==> src/rtl/hif_pkg.sv <==
package hif_pkg;

  // Width of the host busy counter; busy windows never exceed 2 cycles.
  localparam int unsigned BUSY_CNT_W = 2;
  localparam int unsigned MAX_BUSY   = 2;

  typedef logic [BUSY_CNT_W-1:0] busy_cnt_t;

  // How a cycle's write activity resolves against the flag.
  typedef enum logic [1:0] {
    ACT_NONE    = 2'd0,
    ACT_SET     = 2'd1,
    ACT_CLEAR   = 2'd2,
    ACT_COLLIDE = 2'd3
  } flag_act_e;

  // Busy window loaded into the host counter after a taken write.
  function automatic busy_cnt_t host_busy_len(input logic collide,
                                              input int unsigned base);
    busy_cnt_t len;
    if (collide) len = busy_cnt_t'(MAX_BUSY);
    else         len = busy_cnt_t'(base);
    return len;
  endfunction

endpackage

==> src/rtl/hif_host_port.sv <==
module hif_host_port
  import hif_pkg::*;
#(
  parameter int unsigned HOST_BUSY = 1
) (
  input  logic clk,
  input  logic rst_n,
  input  logic wr_valid,
  input  logic collide,
  output logic wr_ready,
  output logic wr_take
);

  busy_cnt_t busy_q;
  busy_cnt_t busy_d;

  assign wr_ready = (busy_q == '0);
  assign wr_take  = wr_valid && wr_ready;

  always_comb begin
    busy_d = busy_q;
    if (wr_take)            busy_d = host_busy_len(collide, HOST_BUSY);
    else if (busy_q != '0)  busy_d = busy_q - busy_cnt_t'(1);
  end

  always_ff @(posedge clk or negedge rst_n) begin
    if (!rst_n) busy_q <= '0;
    else        busy_q <= busy_d;
  end

endmodule

==> src/rtl/hif_cpu_port.sv <==
module hif_cpu_port (
  input  logic wr_valid,
  input  logic set_pending,
  output logic wr_ready,
  output logic wr_take
);

  // The CPU channel waits only while a deferred set is outstanding.
  assign wr_ready = !set_pending;
  assign wr_take  = wr_valid && wr_ready;

endmodule

==> src/rtl/hif_flag_core.sv <==
module hif_flag_core
  import hif_pkg::*;
(
  input  logic clk,
  input  logic rst_n,
  input  logic host_take,
  input  logic host_bit,
  input  logic cpu_take,
  input  logic cpu_bit,
  output logic flag,
  output logic set_pending,
  output logic collide
);

  logic      clr_req;
  logic      set_req;
  flag_act_e act;
  logic      flag_d;
  logic      pend_d;

  assign clr_req = host_take && host_bit;
  assign set_req = (cpu_take && cpu_bit) || set_pending;
  assign collide = clr_req && cpu_take && cpu_bit;

  always_comb begin
    unique case ({clr_req, set_req})
      2'b11:   act = ACT_COLLIDE;
      2'b10:   act = ACT_CLEAR;
      2'b01:   act = ACT_SET;
      default: act = ACT_NONE;
    endcase
  end

  always_comb begin
    flag_d = flag;
    pend_d = 1'b0;
    unique case (act)
      ACT_SET:     flag_d = 1'b1;
      ACT_CLEAR:   flag_d = 1'b0;
      ACT_COLLIDE: begin
        // Clear wins now; the set is replayed on the following edge.
        flag_d = 1'b0;
        pend_d = 1'b1;
      end
      default:     flag_d = flag;
    endcase
  end

  always_ff @(posedge clk or negedge rst_n) begin
    if (!rst_n) begin
      flag        <= 1'b0;
      set_pending <= 1'b0;
    end else begin
      flag        <= flag_d;
      set_pending <= pend_d;
    end
  end

endmodule

==> src/rtl/hif_flag_top.sv <==
module hif_flag_top
  import hif_pkg::*;
#(
  parameter int unsigned DATA_W    = 16,
  parameter int unsigned FLAG_BIT  = 3,
  parameter int unsigned HOST_BUSY = 1
) (
  input  logic              clk,
  input  logic              rst_n,
  input  logic              host_wr_valid,
  input  logic [DATA_W-1:0] host_wr_data,
  output logic              host_wr_ready,
  output logic [DATA_W-1:0] host_rdata,
  input  logic              cpu_wr_valid,
  input  logic [DATA_W-1:0] cpu_wr_data,
  output logic              cpu_wr_ready,
  output logic [DATA_W-1:0] cpu_rdata,
  output logic              host_int_n
);

  logic host_take;
  logic cpu_take;
  logic flag;
  logic set_pending;
  logic collide;

  hif_host_port #(.HOST_BUSY(HOST_BUSY)) u_host (
    .clk      (clk),
    .rst_n    (rst_n),
    .wr_valid (host_wr_valid),
    .collide  (collide),
    .wr_ready (host_wr_ready),
    .wr_take  (host_take)
  );

  hif_cpu_port u_cpu (
    .wr_valid    (cpu_wr_valid),
    .set_pending (set_pending),
    .wr_ready    (cpu_wr_ready),
    .wr_take     (cpu_take)
  );

  hif_flag_core u_core (
    .clk         (clk),
    .rst_n       (rst_n),
    .host_take   (host_take),
    .host_bit    (host_wr_data[FLAG_BIT]),
    .cpu_take    (cpu_take),
    .cpu_bit     (cpu_wr_data[FLAG_BIT]),
    .flag        (flag),
    .set_pending (set_pending),
    .collide     (collide)
  );

  // Read views: flag at its bit, zero elsewhere.
  for (genvar b = 0; b < DATA_W; b++) begin : g_rd
    if (b == FLAG_BIT) begin : g_flag
      assign host_rdata[b] = flag;
      assign cpu_rdata[b]  = flag;
    end else begin : g_zero
      assign host_rdata[b] = 1'b0;
      assign cpu_rdata[b]  = 1'b0;
    end
  end

  assign host_int_n = ~flag;

endmodule

==> config.mk <==
export PLATFORM = sky130hd
export DESIGN_NAME = hif_flag_top
export DESIGN_NICKNAME = d
export VERILOG_FILES = /design/src/rtl/hif_pkg.sv /design/src/rtl/hif_host_port.sv /design/src/rtl/hif_cpu_port.sv /design/src/rtl/hif_flag_core.sv /design/src/rtl/hif_flag_top.sv
export SDC_FILE = /design/constraint.sdc
export NUM_CORES = 1
export LEC_CHECK = 0
export BUFFER_PORTS_ARGS = -buffer_cell sky130_fd_sc_hd__buf_2
export CAP_MARGIN = 20
export CORE_MARGIN = 4
export CORE_UTILIZATION = 29
export DETAILED_ROUTE_END_ITERATION = 8
export PLACE_DENSITY = 0.89
export SETUP_SLACK_MARGIN = 0.4
export SLEW_MARGIN = 10
export SYNTH_ARGS = -nofsm -noshare
export SYNTH_HDL_FRONTEND = slang
export SYNTH_SLANG_ARGS = --single-unit
export TNS_END_PERCENT = 5
==> constraint.sdc <==
create_clock -name clk -period 2.66 [get_ports clk]
set_clock_uncertainty 0.2 [all_clocks]
set_input_delay 0.266 -clock clk [delete_from_list [all_inputs] [get_ports clk]]
set_output_delay 0.266 -clock clk [all_outputs]
set_load 0.01 [all_outputs]
### Word level (Yosys, flattened, before mapping)

Index checks and enable logic that the tools add are counted.

* latch bits: 0
* output and inout bits: 35
* bits in read-only memories: 0
* memories: 0
* RAM bits: 0
* flip-flop bits (word level): 4
* word-level logic and storage cells: 30

* div/mod/pow operators: 0
* bitwise gates (word level): 1
* multiplexer cells: 6
* multipliers: 0
* add/subtract/negate cells: 1
* $lt $le $gt $ge: 0
* reductions and logical operators: 13
* shifts and indexed selects: 0
* eq/ne operators: 6

Operator list (number)
* $eq 2x2->1 const B: 4
* $logic_and 1x1->1: 6
* $mux 2: 3
* $pmux 2 s3: 1
* $reduce_bool 2->1: 3
* $eq 2x1->1 const B: 2
* $logic_not 2->1: 1
* $pmux 1 s2: 1
* $reduce_or 2->1: 1
* $sub 2x1->2 const B: 1
* $logic_not 1->1: 1
* $logic_or 1x1->1: 1
* $mux 1: 1
* $not 1->1: 1

### Depth between registers and ports, before layout

* word-level depth: 9
* gate-level depth with buffers: 4
* gate-level depth less buffers: 4

### By module

From an unflattened synthesis, not the netlist that was laid out.

* cells, all modules: 57
* area total of the unflattened synthesis: 461.7 µm²

By module, submodules not included
* hif_flag_top: instances 1, cells each 34, area each 247.7 µm²
* hif_host_port: instances 1, cells each 12, area each 122.6 µm²
* hif_flag_core: instances 1, cells each 9, area each 81.3 µm²
* hif_cpu_port: instances 1, cells each 2, area each 10.0 µm²

### Worst setup path before layout

Ideal clock, no wire load.

* kind: reg-to-reg
* start point: register u_host.busy_q[0]
* end point: register u_host.busy_q[0]
* arrival time: 1148 ps
* setup time: 123 ps
* setup slack: 1189 ps
* cell stages (with the launch flop): 5
* cell sequence: dfrtp_1 > inv_1 > ha_1 > or3b_1 > o221a_2

* cells in the longest elaborated chain, start to end: 7

Ends and longest elaborated chain
* start: declaration: RTL line hif_host_port.sv:14 `busy_cnt_t busy_q;`
* start signal: assignment: RTL line hif_host_port.sv:28 `else busy_q <= busy_d;`
* $logic_not 2->1 *: RTL line hif_host_port.sv:17 `assign wr_ready = (busy_q == '0);`
* net host_wr_ready: RTL line hif_flag_top.sv:12 `output logic host_wr_ready,`
* $logic_and 1x1->1 *: RTL line hif_host_port.sv:18 `assign wr_take = wr_valid && wr_ready;`
* $logic_and 1x1->1: RTL line hif_flag_core.sv:21 `assign clr_req = host_take && host_bit;`
* $logic_and 1x1->1 (2 in series): RTL line hif_flag_core.sv:23 `assign collide = clr_req && cpu_take && cpu_bit;`
* $mux 2: RTL line hif_pkg.sv:21 `if (collide) len = busy_cnt_t'(MAX_BUSY);`
* $mux 2: RTL line hif_host_port.sv:22 `if (wr_take) busy_d = host_busy_len(collide, HOST_BUSY);`

Mark *: on every way through the listed nets, which the timed path passes. The rest lies on a longest branch. The select of a mux whose other input is x is not followed.
A chain may end at the register's enable or synchronous reset.

### Worst setup path in the final report

* start point: register u_host.busy_q[0]
* end point: output port host_wr_ready

* cells in the longest elaborated chain, start to end: 1

Ends and longest elaborated chain (RTL line)
* $logic_not 2->1: hif_host_port.sv:17
* end: declaration: hif_flag_top.sv:12

Every way passes these cells.

==> reports/summary.txt <==
Detailed Place HPWL: 718 µm
RSZ-0062 raised after global routing: no
final period utilization: 58.6%
CP cell instances: inv_1 -> ha_1 -> buf_2
Placeable Area: 1370 µm²
CP startpoint kind: flip-flop
cts hold-fix bufs: 1
post-synthesis mux area share: 0%
antenna violations before repair: 0
root buffer cell: clkbuf_4
final wirelength: 780 µm
post-synth top area cell: buf_4
Switch Pwr: 0.130 mW
Routed Antenna Nets: 0
Critical Path End: host_wr_ready
R2R Setup Slk: 1110 ps
final setup TNS: 0 ps
Worst R2R Path Depth: 4
Final setup viols: 0
CP Depth: 3
via count: 269
status: completed
XOR/XNOR Fraction of Synth Area: 0%
Placement Rows: 13
Die Wd: 47.0 µm
Die Area: 2210 µm²
maximum VDD drop: 261 µV
critical path's top delay family: flip-flops
Max Clock Freq: 642 MHz
Logic pwr share: 48.1%
worst r2r src: u_host.busy_q[0]
Residual DRC: 0
CP arrival: 1090 ps
reg-to-reg endpoint: u_host.busy_q[0]
max incr delay on CP: 380 ps
Crit Path Max Fanout: 6
post-layout util: 30.1%
number of CTS-inserted buffers: 3
post-synthesis sequential area ratio: 22.7%
most frequent cells in the layout: 30 x conb_1, 10 x buf_2, 4 x inv_1, 4 x dfrtp_1, 3 x clkbuf_4
largest family of logic cells by synthesized area: buffers and inverters
Leak: 0.244 nW
syn_area_per_cell: 8.49 µm²
largest net degree at the start of global routing: 7
Ant. Diodes: 0
vias per cell: 3.45
Synth top area share: 54.4%
adder-cell share of the synthesized area: 2.83%
initial core utilization: 32.3%
Sequential Power Share: 30.0%
Worst setup startpoint: u_host.busy_q[0]
Syn-to-layout area delta: -6.80%
PortBufs: 10
vias in the first global route: 254
H-tree Lvls: 1
clock latency on the worst-skew pair: 230 ps
routed length per instance: 10.0 µm
Pins Over Slew Limit: 0
Period minus WS final: 1560 ps
# clock sinks: 4
Synth Area in Compound Gates: 7.08%
Power Internal: 0.202 mW
# fillers: 159
hold_ws: 138 ps
Net Sw Frac: 39.2%
CP max stage cell: dfrtp_1
clk buf depth: 2
YS warnings: 0
HP Class: primary input to flip-flop
Buf/Inv on CP: 2
Hold Violations, Final: 0
post_cts resized: 0
simple-gate portion of the synthesized area: 8.78%
Final nets: 102
MaxCap Viol Count: 0
PwrDens: 807 nW/µm²
Critical Path RT: 2190 ps
grt ovf: 0
Initial DRC Count: 2
WS Path Type: flip-flop to primary output
Post-CTS Setup Bufs: 0
first-pass GRT wire length: 979 µm
Clk network pwr share: 21.8%
number of iterations in the first detailed-routing pass: 2
share of cells above drive strength 1: 22.2%
#FFs+latches synth: 4
CTS tree: yes
gr usage total: 7.00%
Mapped Cells: 52
gpl congestion: 0.593
most common cell after layout, fill and taps aside: conb_1
main area contributors after synthesis: buf_4 54%, dfrtp_1 23%, inv_1 3.4%
Top Ports: 71
Cell Area, Synth: 442 µm²
Clock transition at path regs: 40 ps
crit path capture type: primary output
library cells used by synthesis: 14
Die Y: 47.0 µm
flip-flops by register name (all words and copies together) (netlist names):
name and cells:
u_host.busy_q 2, u_core.flag 1, u_core.set_pending 1
stage by stage:
step                instances  setup slack, ps  power, mW  area, µm²
finish                     78             1100      0.332        412
global route               78             1060      0.362        412
CTS                        78             1090      0.337        412
detailed placement         74             1120      0.260        379
floorplan                  81             1190      0.254        551
global placement           74             1210      0.244        379
metal layers:
layer	part of all wire [%]	vias to the layer above	track usage, %
met5	0	-	0
met4	6.0	0	11.0
met3	10	4	3.07
met2	63	19	12.7
met1	20	123	3.45
li1	-	123	-
cells in the mapped netlist:
cell and n:
a21oi_1 1, a21boi_1 1, dfrtp_1 4, inv_1 4, nor2_1 1, or2_1 1
buf_4 32, ha_1 1, nand3_1 1, nand3b_1 2, o221a_2 1, o211ai_1 1
or3b_1 1, conb_1 1
area by class of cell:
cell class              count  area, µm²  area share, %
repair buffers             11       60.1           14.6
well taps                  15       18.8           4.56
multi-input cells          41        195           47.4
flip-flops and latches      4        100           24.3
inverters                   4       15.0           3.65
clock buffers               3       22.5           5.47
how the worst min path moves through the flow:
stage                 startpoint            endpoint  slack [ps]  depth (start not counted)
floorplan                  rst_n         u_core.flag        -230                          0
global placement           rst_n    u_host.busy_q[1]        -130                          1
detailed placement         rst_n    u_host.busy_q[0]        -120                          1
CTS                 cpu_wr_valid  u_core.set_pending         120                          3
global route        cpu_wr_valid  u_core.set_pending         150                          3
finish              cpu_wr_valid  u_core.set_pending         140                          3
logic make-up (layout without fill, tap and decap cells):
group                    after synthesis  in the layout
AND/OR/NAND/NOR                        6              6
other                                  1             30
AO/OA/AOI/OAI                          4              4
buffers and inverters                 36             18
flip-flops                             4              4
adder cells (fa/ha/maj)                1              1
tightest hold or removal path, delay by kind of cell:
family | cells | cell delay (ps)
AO/OA/AOI/OAI | 1 | 80
buffers and inverters | 1 | 90
AND/OR/NAND/NOR | 1 | 80
power groups by stage:
stage	clock network (mW)	logic (mW)	registers (mW)
after detailed placement	0	0.160	0.0998
final	0.0726	0.160	0.0998
after floorplan	0	0.159	0.0954
after global routing	0.0810	0.180	0.101
after CTS	0.0770	0.162	0.0989
after global placement	0	0.148	0.0959
Note: power is estimated with default switching activity, not from simulation.
